$ cat src/rtl/flag_add_pkg.sv
// Package: shared operation encoding and status layout for the add unit.
// Assumes: the operation select is two bits, one for immediate, one for carry.
package flag_add_pkg;

    localparam int OP_CARRY_BIT = 0;   // op_sel bit: add the stored carry
    localparam int OP_IMM_BIT   = 1;   // op_sel bit: use the immediate

    typedef enum logic [1:0] {
        OP_ADD_REG = 2'b00,
        OP_ADC_REG = 2'b01,
        OP_ADD_IMM = 2'b10,
        OP_ADC_IMM = 2'b11
    } add_op_e;

    localparam int ST_W = 3;

    // Status word: bit 2 exception enable, bit 1 overflow, bit 0 carry.
    typedef struct packed {
        logic en;
        logic ovf;
        logic carry;
    } status_t;

endpackage

$ cat src/rtl/flag_add_opsel.sv
// Module: operand selection. Picks the second operand (register or
// sign-extended immediate) and the carry-in for the requested operation.
// Assumes: IMM_W <= W; purely combinational.
module flag_add_opsel
    import flag_add_pkg::*;
#(
    parameter int W     = 32,
    parameter int IMM_W = 16
) (
    input  logic [1:0]     op,
    input  logic [W-1:0]   reg_b,
    input  logic [IMM_W-1:0] imm,
    input  logic           carry_flag,
    output logic [W-1:0]   opnd_b,
    output logic           carry_in
);

    localparam int EXT_W = W - IMM_W;

    logic [W-1:0] imm_ext;

    // Widen the immediate by repeating its sign bit, when it is narrower.
    generate
        if (EXT_W > 0) begin : g_sext
            assign imm_ext = {{EXT_W{imm[IMM_W-1]}}, imm};
        end else begin : g_same
            assign imm_ext = imm[W-1:0];
        end
    endgenerate

    // Choose the second operand and gate the stored carry by the operation.
    always_comb begin
        opnd_b   = op[OP_IMM_BIT] ? imm_ext : reg_b;
        carry_in = op[OP_CARRY_BIT] & carry_flag;
    end

endmodule

$ cat src/rtl/flag_add_core.sv
// Module: adder with flag generation. Produces the sum of a, b and carry-in
// and the unsigned carry and signed overflow of that complete sum.
// Assumes: purely combinational; width set by W.
module flag_add_core #(
    parameter int W = 32
) (
    input  logic [W-1:0] a,
    input  logic [W-1:0] b,
    input  logic         cin,
    output logic [W-1:0] sum,
    output logic         carry,
    output logic         ovf
);

    logic [W:0] wide;

    // One-bit-wider add so the carry-out falls out of the top bit.
    always_comb begin
        wide  = {1'b0, a} + {1'b0, b} + {{W{1'b0}}, cin};
        sum   = wide[W-1:0];
        carry = wide[W];
        // Like-signed operands with an opposite-signed sum overflow.
        ovf   = (a[W-1] == b[W-1]) && (wide[W-1] != a[W-1]);
    end

endmodule

$ cat src/rtl/flag_add_status.sv
// Module: status register holding carry, overflow and exception enable.
// An add updates both flags; a software write loads all three bits, but
// loses carry and overflow to an add in the same cycle.
// Assumes: synchronous active-low reset.
module flag_add_status
    import flag_add_pkg::*;
(
    input  logic            clk,
    input  logic            rst_n,
    input  logic            upd,
    input  logic            carry_new,
    input  logic            ovf_new,
    input  logic            wr_en,
    input  logic [ST_W-1:0] wr_data,
    output status_t         st
);

    status_t wr_val;

    // Reinterpret the write data in the status layout.
    always_comb wr_val = status_t'(wr_data);

    // Register the status bits with add-over-write priority for the flags.
    always_ff @(posedge clk) begin
        if (!rst_n) begin
            st <= '0;
        end else begin
            if (wr_en) begin
                st.en <= wr_val.en;
            end
            if (upd) begin
                st.carry <= carry_new;
                st.ovf   <= ovf_new;
            end else if (wr_en) begin
                st.carry <= wr_val.carry;
                st.ovf   <= wr_val.ovf;
            end
        end
    end

    // a lone write loads every bit.
    p_lone_write_r8: assert property (@(posedge clk) disable iff (!rst_n)
        (wr_en && !upd) |=> (st == $past(wr_val)));

    // a write beside an add still sets the enable bit.
    p_write_enable_r8: assert property (@(posedge clk) disable iff (!rst_n)
        wr_en |=> (st.en == $past(wr_val.en)));

    // idle cycles keep the status.
    p_hold_r10: assert property (@(posedge clk) disable iff (!rst_n)
        (!wr_en && !upd) |=> $stable(st));

endmodule

$ cat src/rtl/flag_add_unit.sv
// Module: top of the flag-setting add unit. Combines operand selection,
// the flag adder and the status register; drives the write-back and the
// range-exception pulse in the cycle of the request.
// Assumes: synchronous active-low reset; outputs are combinational on inputs
// and on the stored status.
module flag_add_unit
    import flag_add_pkg::*;
#(
    parameter int W     = 32,
    parameter int IMM_W = 16
) (
    input  logic             clk,
    input  logic             rst_n,
    input  logic             op_valid,
    input  logic [1:0]       op_sel,
    input  logic [W-1:0]     src_a,
    input  logic [W-1:0]     src_b,
    input  logic [IMM_W-1:0] imm,
    input  logic             st_wr_en,
    input  logic [ST_W-1:0]  st_wr_data,
    output logic [W-1:0]     result,
    output logic             result_we,
    output logic             range_exc,
    output logic             flag_carry,
    output logic             flag_ovf,
    output logic             exc_enable
);

    logic [W-1:0] opnd_b;
    logic         cin;
    logic         sum_carry;
    logic         sum_ovf;
    status_t      st;

    flag_add_opsel #(.W(W), .IMM_W(IMM_W)) u_opsel (
        .op         (op_sel),
        .reg_b      (src_b),
        .imm        (imm),
        .carry_flag (st.carry),
        .opnd_b     (opnd_b),
        .carry_in   (cin)
    );

    flag_add_core #(.W(W)) u_core (
        .a     (src_a),
        .b     (opnd_b),
        .cin   (cin),
        .sum   (result),
        .carry (sum_carry),
        .ovf   (sum_ovf)
    );

    flag_add_status u_status (
        .clk       (clk),
        .rst_n     (rst_n),
        .upd       (op_valid),
        .carry_new (sum_carry),
        .ovf_new   (sum_ovf),
        .wr_en     (st_wr_en),
        .wr_data   (st_wr_data),
        .st        (st)
    );

    // Qualify write-back and exception by the request and by reset.
    always_comb begin
        result_we  = op_valid & rst_n;
        range_exc  = op_valid & rst_n & sum_ovf & st.en;
        flag_carry = st.carry;
        flag_ovf   = st.ovf;
        exc_enable = st.en;
    end

    // the pulse needs the stored enable.
    p_exc_needs_enable_r6: assert property (@(posedge clk) disable iff (!rst_n)
        range_exc |-> exc_enable);

    // the pulse is followed by a stored overflow flag.
    p_exc_sets_ovf_r6: assert property (@(posedge clk) disable iff (!rst_n)
        range_exc |=> flag_ovf);

    // an exception never suppresses the write-back.
    p_exc_keeps_we_r7: assert property (@(posedge clk) disable iff (!rst_n)
        range_exc |-> result_we);

    // reset clears the status on the next edge.
    p_reset_clear_r9: assert property (@(posedge clk)
        !rst_n |=> (!flag_carry && !flag_ovf && !exc_enable));

    // a stored overflow implies the add was like-signed in its operands.
    p_ovf_signs_r5: assert property (@(posedge clk) disable iff (!rst_n)
        (op_valid && (src_a[W-1] != opnd_b[W-1])) |=> !flag_ovf);

endmodule

$ cat config.mk
export PLATFORM = sky130hd
export DESIGN_NAME = flag_add_unit
export DESIGN_NICKNAME = d
export VERILOG_FILES = /design/src/rtl/flag_add_pkg.sv /design/src/rtl/flag_add_opsel.sv /design/src/rtl/flag_add_core.sv /design/src/rtl/flag_add_status.sv /design/src/rtl/flag_add_unit.sv
export SDC_FILE = /design/constraint.sdc
export NUM_CORES = 1
export LEC_CHECK = 0
export ABC_AREA = 0
export BUFFER_PORTS_ARGS = -buffer_cell sky130_fd_sc_hd__buf_2
export CORE_ASPECT_RATIO = 2
export CORE_MARGIN = 3
export CORE_UTILIZATION = 43
export CTS_CLUSTER_SIZE = 12
export DETAILED_ROUTE_END_ITERATION = 10
export PLACE_DENSITY = 0.8
export SLEW_MARGIN = 20
export SYNTH_ARGS = -nofsm -noshare
export SYNTH_HDL_FRONTEND = slang
export SYNTH_HIERARCHICAL = 1
export SYNTH_SLANG_ARGS = --single-unit
export TNS_END_PERCENT = 30
$ cat constraint.sdc
create_clock -name clk -period 5.6 [get_ports clk]
set_clock_uncertainty 0.05 [all_clocks]
set_input_delay 1.4 -clock clk [delete_from_list [all_inputs] [get_ports clk]]
set_output_delay 1.4 -clock clk [all_outputs]
set_load 0.03 [all_outputs]
Yosys cells after proc, flatten, opt, wreduce, memory -nomap -nowiden
Index checks and enable logic that the tools add are counted.
Widths: inputs -> output; s select.
Word-level totals
  register bits: 3
  logic and storage cells: 16
  output and inout bits: 37
  bits of input ports: 89
Operators by class
  mux-type cells: 3
  bitwise operators: 4
  reduce and logical (&&, ||, !) cells: 2
  eq/ne operators: 2
  add/subtract/negate cells: 2
Operators by type and width (count)
  $add 32x32->33: 1
  $add 33x1->33: 1
  $mux 32: 1
  $and 1x1->1: 4
  $mux 2: 2
  $reduce_bool 2->1: 1
  $eq 1x1->1: 1
  $logic_and 1x1->1: 1
  $ne 1x1->1: 1

Longest topological paths before layout
  word-level depth: 7
  gate-level depth with buffers: 14
  gate-level depth less buffers: 12

Hierarchy
Netlist, hierarchy kept.
By module, submodules not included
  flag_add_core: cells an instance 239, sequential area each 0.0 um2, instances 1, area an instance 1704.1 um2
  flag_add_opsel: cells an instance 38, sequential area each 0.0 um2, instances 1, area an instance 555.5 um2
  flag_add_status: cells an instance 11, sequential area each 60.1 um2, instances 1, area an instance 131.4 um2
  flag_add_unit: cells an instance 2, sequential area each 0.0 um2, instances 1, area an instance 16.3 um2

Least setup slack after synthesis
Ideal clock, no wire load.
  path kind: input port to output port
  start: input port op_sel[1]
  end: output port result[26]
  stages: 12
  arrival time: 4666 ps
  path slack: -516 ps
  buffers on the path: 2
  data required time: 4150 ps
  path through: buf_6 buf_12 mux2_4 fa_1 fa_1 a21o_1 a221oi_1 nor2_1 o21ai_0 and2_1 nor2_1 a211oi_1
Between the ends
  longest elaborated chain between the ends: 3
RTL lines
  from (decl): line flag_add_unit.sv:15  | input logic [1:0] op_sel,
  $mux 32: line flag_add_opsel.sv:33  | opnd_b = op[OP_IMM_BIT] ? imm_ext : reg_b;
  net opnd_b[0]: line flag_add_unit.sv:29  | logic [W-1:0] opnd_b;
  $add 32x32->33: line flag_add_core.sv:19  | wide = {1'b0, a} + {1'b0, b} + {{W{1'b0}}, cin};
  $add 33x1->33: line flag_add_core.sv:19
  to (decl): line flag_add_unit.sv:21  | output logic [W-1:0] result,
The timed path passes the listed nets, and every way through them passes these cells.

Final worst setup path
  start: input port op_sel[1]
  end: output port result[21]
The elaborated chain is that of the path after synthesis.

==> metrics.md <==
| Metric | Value |
|---|---|
| Largest net degree at the start of global routing | `20` |
| Total CTS buffers | `3` |
| Worst VDD drop | `0.0001846 V` |
| Fin Setup TNS | `0 ps` |
| Syn Nets | `412` |
| Share of post-route cells with drive strength above 1 | `57.52%` |
| Cell taking the most area after synthesis | `mux2_4` |
| Post-synthesis cell area | `0.002407 sq mm` |
| Worst Path Required | `4150 ps` |
| Area share of the largest cell type after synthesis | `18.71%` |
| Sequential area share after synthesis | `2.495%` |
| Min cycle time layout | `5581 ps` |
| Area of the multi-input gates | `0.002446 sq mm` |
| Sink Count | `3` |
| FP Rows | `38` |
| Hold Path Class | `reg -> reg` |
| Fill cells | `435` |
| Fmax achieved | `0.1792 GHz` |
| CP endpoint kind | `output pin` |
| First-pass GRT wire length | `12,940 microns` |
| Max FFs per register | `3` |
| Largest register by flop count | `u_status/st` |
| Routability congestion estimate | `1.019` |
| Die height | `111.8 microns` |
| CTS tree | `done` |
| Routed Antenna Nets | `0` |
| IO buf count | `125` |
| Slew Limit Fails | `0` |
| Critical Path Slowest Stage Cell | `a2111oi_2` |
| Starting density of the core | `44.41%` |
| Slew @ Worst Pin | `439.3 ps` |
| Most frequent cell on the critical path | `buf_4` |
| WP buf/inv | `6` |
| Final setup fails | `0` |
| DR WL/cell | `16.87 microns` |
| H-tree depth | `1` |
| CP arrival | `4130 ps` |
| WHS Path Cells | `2` |
| Clk root buf | `clkbuf_8` |
| Via count | `3,187` |
| Top Ports | `126` |
| Crit path max fanout | `11` |
| Ant. Diodes | `0` |
| Status | `completed` |
| Ys Warns | `6` |
| Reg2Reg Depth | `12` |
| Leakage | `2.080 nW` |
| Total GRT Usage | `24.75%` |
| Die Width | `58.91 microns` |
| Worst path depth | `14` |
| Final hold vios | `0` |
| Final WL | `9312 microns` |
| Largest stage delay on the critical path | `440 ps` |
| Initial DRC count | `120` |
| Clk slew on worst S/H paths | `30 ps` |
| CORE AREA | `0.005420 sq mm` |
| Post-layout nets | `615` |
| Post-synthesis cell type count | `53` |
| Via density per instance | `5.774` |
| Initial DRT Pass Iterations | `4` |
| Fin crit share | `99.66%` |
| Area Overhead vs Synth | `65.96%` |
| Clock Latency Late Sink | `220 ps` |
| CP startpoint kind | `input pin` |
| Rel. slew slack | `70.46%` |
| Vias in the first global route | `3,111` |
| Drt drc | `0` |
| Dominant synthesized flop cell | `dfxtp_1` |
| Power Density | `201.5 mW/mm^2` |
| Die Footprint | `0.006586 sq mm` |
| Post-CTS Hold Fix Bufs | `0` |
| R2R Setup Slk | `2720 ps` |
| Delay-heaviest family, CP | `compound AO/OA/AOI/OAI gates` |
| Global route overflow | `0` |
| Max clock buf depth | `2` |
| Post-DP HPWL | `7292 microns` |
| Top post-synthesis cells by area | `mux2_4, ha_1, xnor2_1, a21oi_1, a21o_1` |
| Crit path cell chain | `buf_8, buf_12, buf_4, mux2_4, ha_1, a21oi_2, o21ai_1, a2111oi_2, o31a_1, buf_4, buf_4, nor2_1, xor2_1, buf_2` |
| Sequential standard cell area | `60.06 sq um` |
| Final core occ | `73.71%` |
| Max Cap Violations | `0` |
| WS Path Type | `in -> out` |
| Largest regs | `u_status/st: 3 flops` |
| Synth Instances | `290` |
| Post-synth EDFFs | `0` |
| Synth Area per Inst | `8.301 sq um` |
| Yosys reg bits | `3` |
| Antenna violations before repair | `0` |
| Asr flop ratio synth | `0%` |
[worst register-to-register path, cell delays in order, from the launching register on]
cell and delay [ps]:
dfxtp_1 310, and2_1 150, fa_2 350, fa_2 350
a21o_1 210, a221oi_2 310, nor2_2 110, o21ai_1 150
and2_4 200, o21a_1 190, o21ai_0 100, nand2b_1 160
o211a_1 130
[routing by layer]
layer  global-route usage (%)  routed length, microns  vias up
met3                    3.132                     615       57
met4                    12.25                     574        0
li1                         -                       -     1504
met2                    50.81                    5239      188
met1                    20.92                    2882     1438
met5                        0                       0        -
[layout make-up]
cell class / instances / area share [%]
Multi-Input combinational cell: 273 / 61.23
Inverter: 3 / 0.2819
Sequential cell: 3 / 1.503
Tap cell: 60 / 1.879
Clock buffer: 4 / 1.127
Timing Repair Buffer: 209 / 33.98
[logic make-up after synthesis]
| group | Yosys count | share of synthesized area, % |
|---|---|---|
| buffers and inverters | 14 | 4.626 |
| xor gates and xnor gates | 28 | 10.19 |
| muxes | 35 | 21.00 |
| DFF | 3 | 2.495 |
| adders and majority gates | 33 | 17.78 |
| AOI/OAI and AO/OA | 97 | 26.98 |
| and+or+nand+nor | 80 | 16.94 |
[through the flow]
| step | setup slack, ps | total power, mW | cell area, sq um | hold WS [ps] | cells |
|---|---|---|---|---|---|
| final | 18.93 | 0.8051 | 3995 | 547.4 | 552 |
| after global routing | -118.5 | 0.8549 | 3995 | 580.7 | 552 |
| after CTS | 1.203 | 0.7538 | 3696 | 520.0 | 538 |
| after detailed placement | -175.4 | 0.6734 | 3597 | 506.8 | 531 |
| after global placement | -141.7 | 0.6636 | 3597 | 470.7 | 531 |
| after floorplan | -27.08 | 0.4446 | 2469 | 598.1 | 290 |
[cell usage after synthesis, drive strengths merged (2+ instances only)]
library cell and n:
a2111oi 2, a211oi 3, a21boi 2, a21o 16, a21oi 27, a221oi 2, and2 5, and3 2
and4 4, buf 6, clkbuf 5, dfxtp 3, fa 2, ha 31, inv 3, mux2 34
nand2 24, nand2b 3, nand3 7, nand4 5, nor2 16, nor2b 6, nor3 4, o211a 3
o211ai 4, o21a 6, o21ai 19, o21bai 2, o31a 2, o31ai 2, or3 3, xnor2 17
xor2 11
[worst paths after layout]
path                       start        endpoint
setup / recovery       op_sel[1]      result[21]
hold / removal    u_status/st[2]  u_status/st[2]
setup reg to reg  u_status/st[0]  u_status/st[0]
hold reg to reg   u_status/st[2]  u_status/st[2]
[power by group]
part / switching [mW] / internal, mW / leakage (nW)
Sequential: 0.00119 / 0.0233 / 0.0249
Combinational: 0.391 / 0.326 / 2.03
Clock: 0.0149 / 0.0486 / 0.0228
[cells in the final DEF, fill, tap and decap left out, types with 9 or more instances in the layout]
| master | synthesis | layout |
|---|---|---|
| nor2_1 | 15 | 12 |
| buf_2 | 2 | 114 |
| o21ai_0 | 16 | 11 |
| buf_4 | 0 | 86 |
| ha_1 | 31 | 24 |
| nand2_1 | 24 | 24 |
| a21o_1 | 16 | 16 |
| xor2_1 | 11 | 9 |
| xnor2_1 | 17 | 14 |
| mux2_4 | 30 | 30 |
| a21oi_1 | 27 | 24 |
[timing repair]
item                                    CTS  global route
resized for setup                        11            45
pin swaps                                 5            16
cloned                                    0             1
endpoints found under the setup margin   12            19
setup buffers                             3            13
No activity file was read; power rests on OpenSTA's default activity.
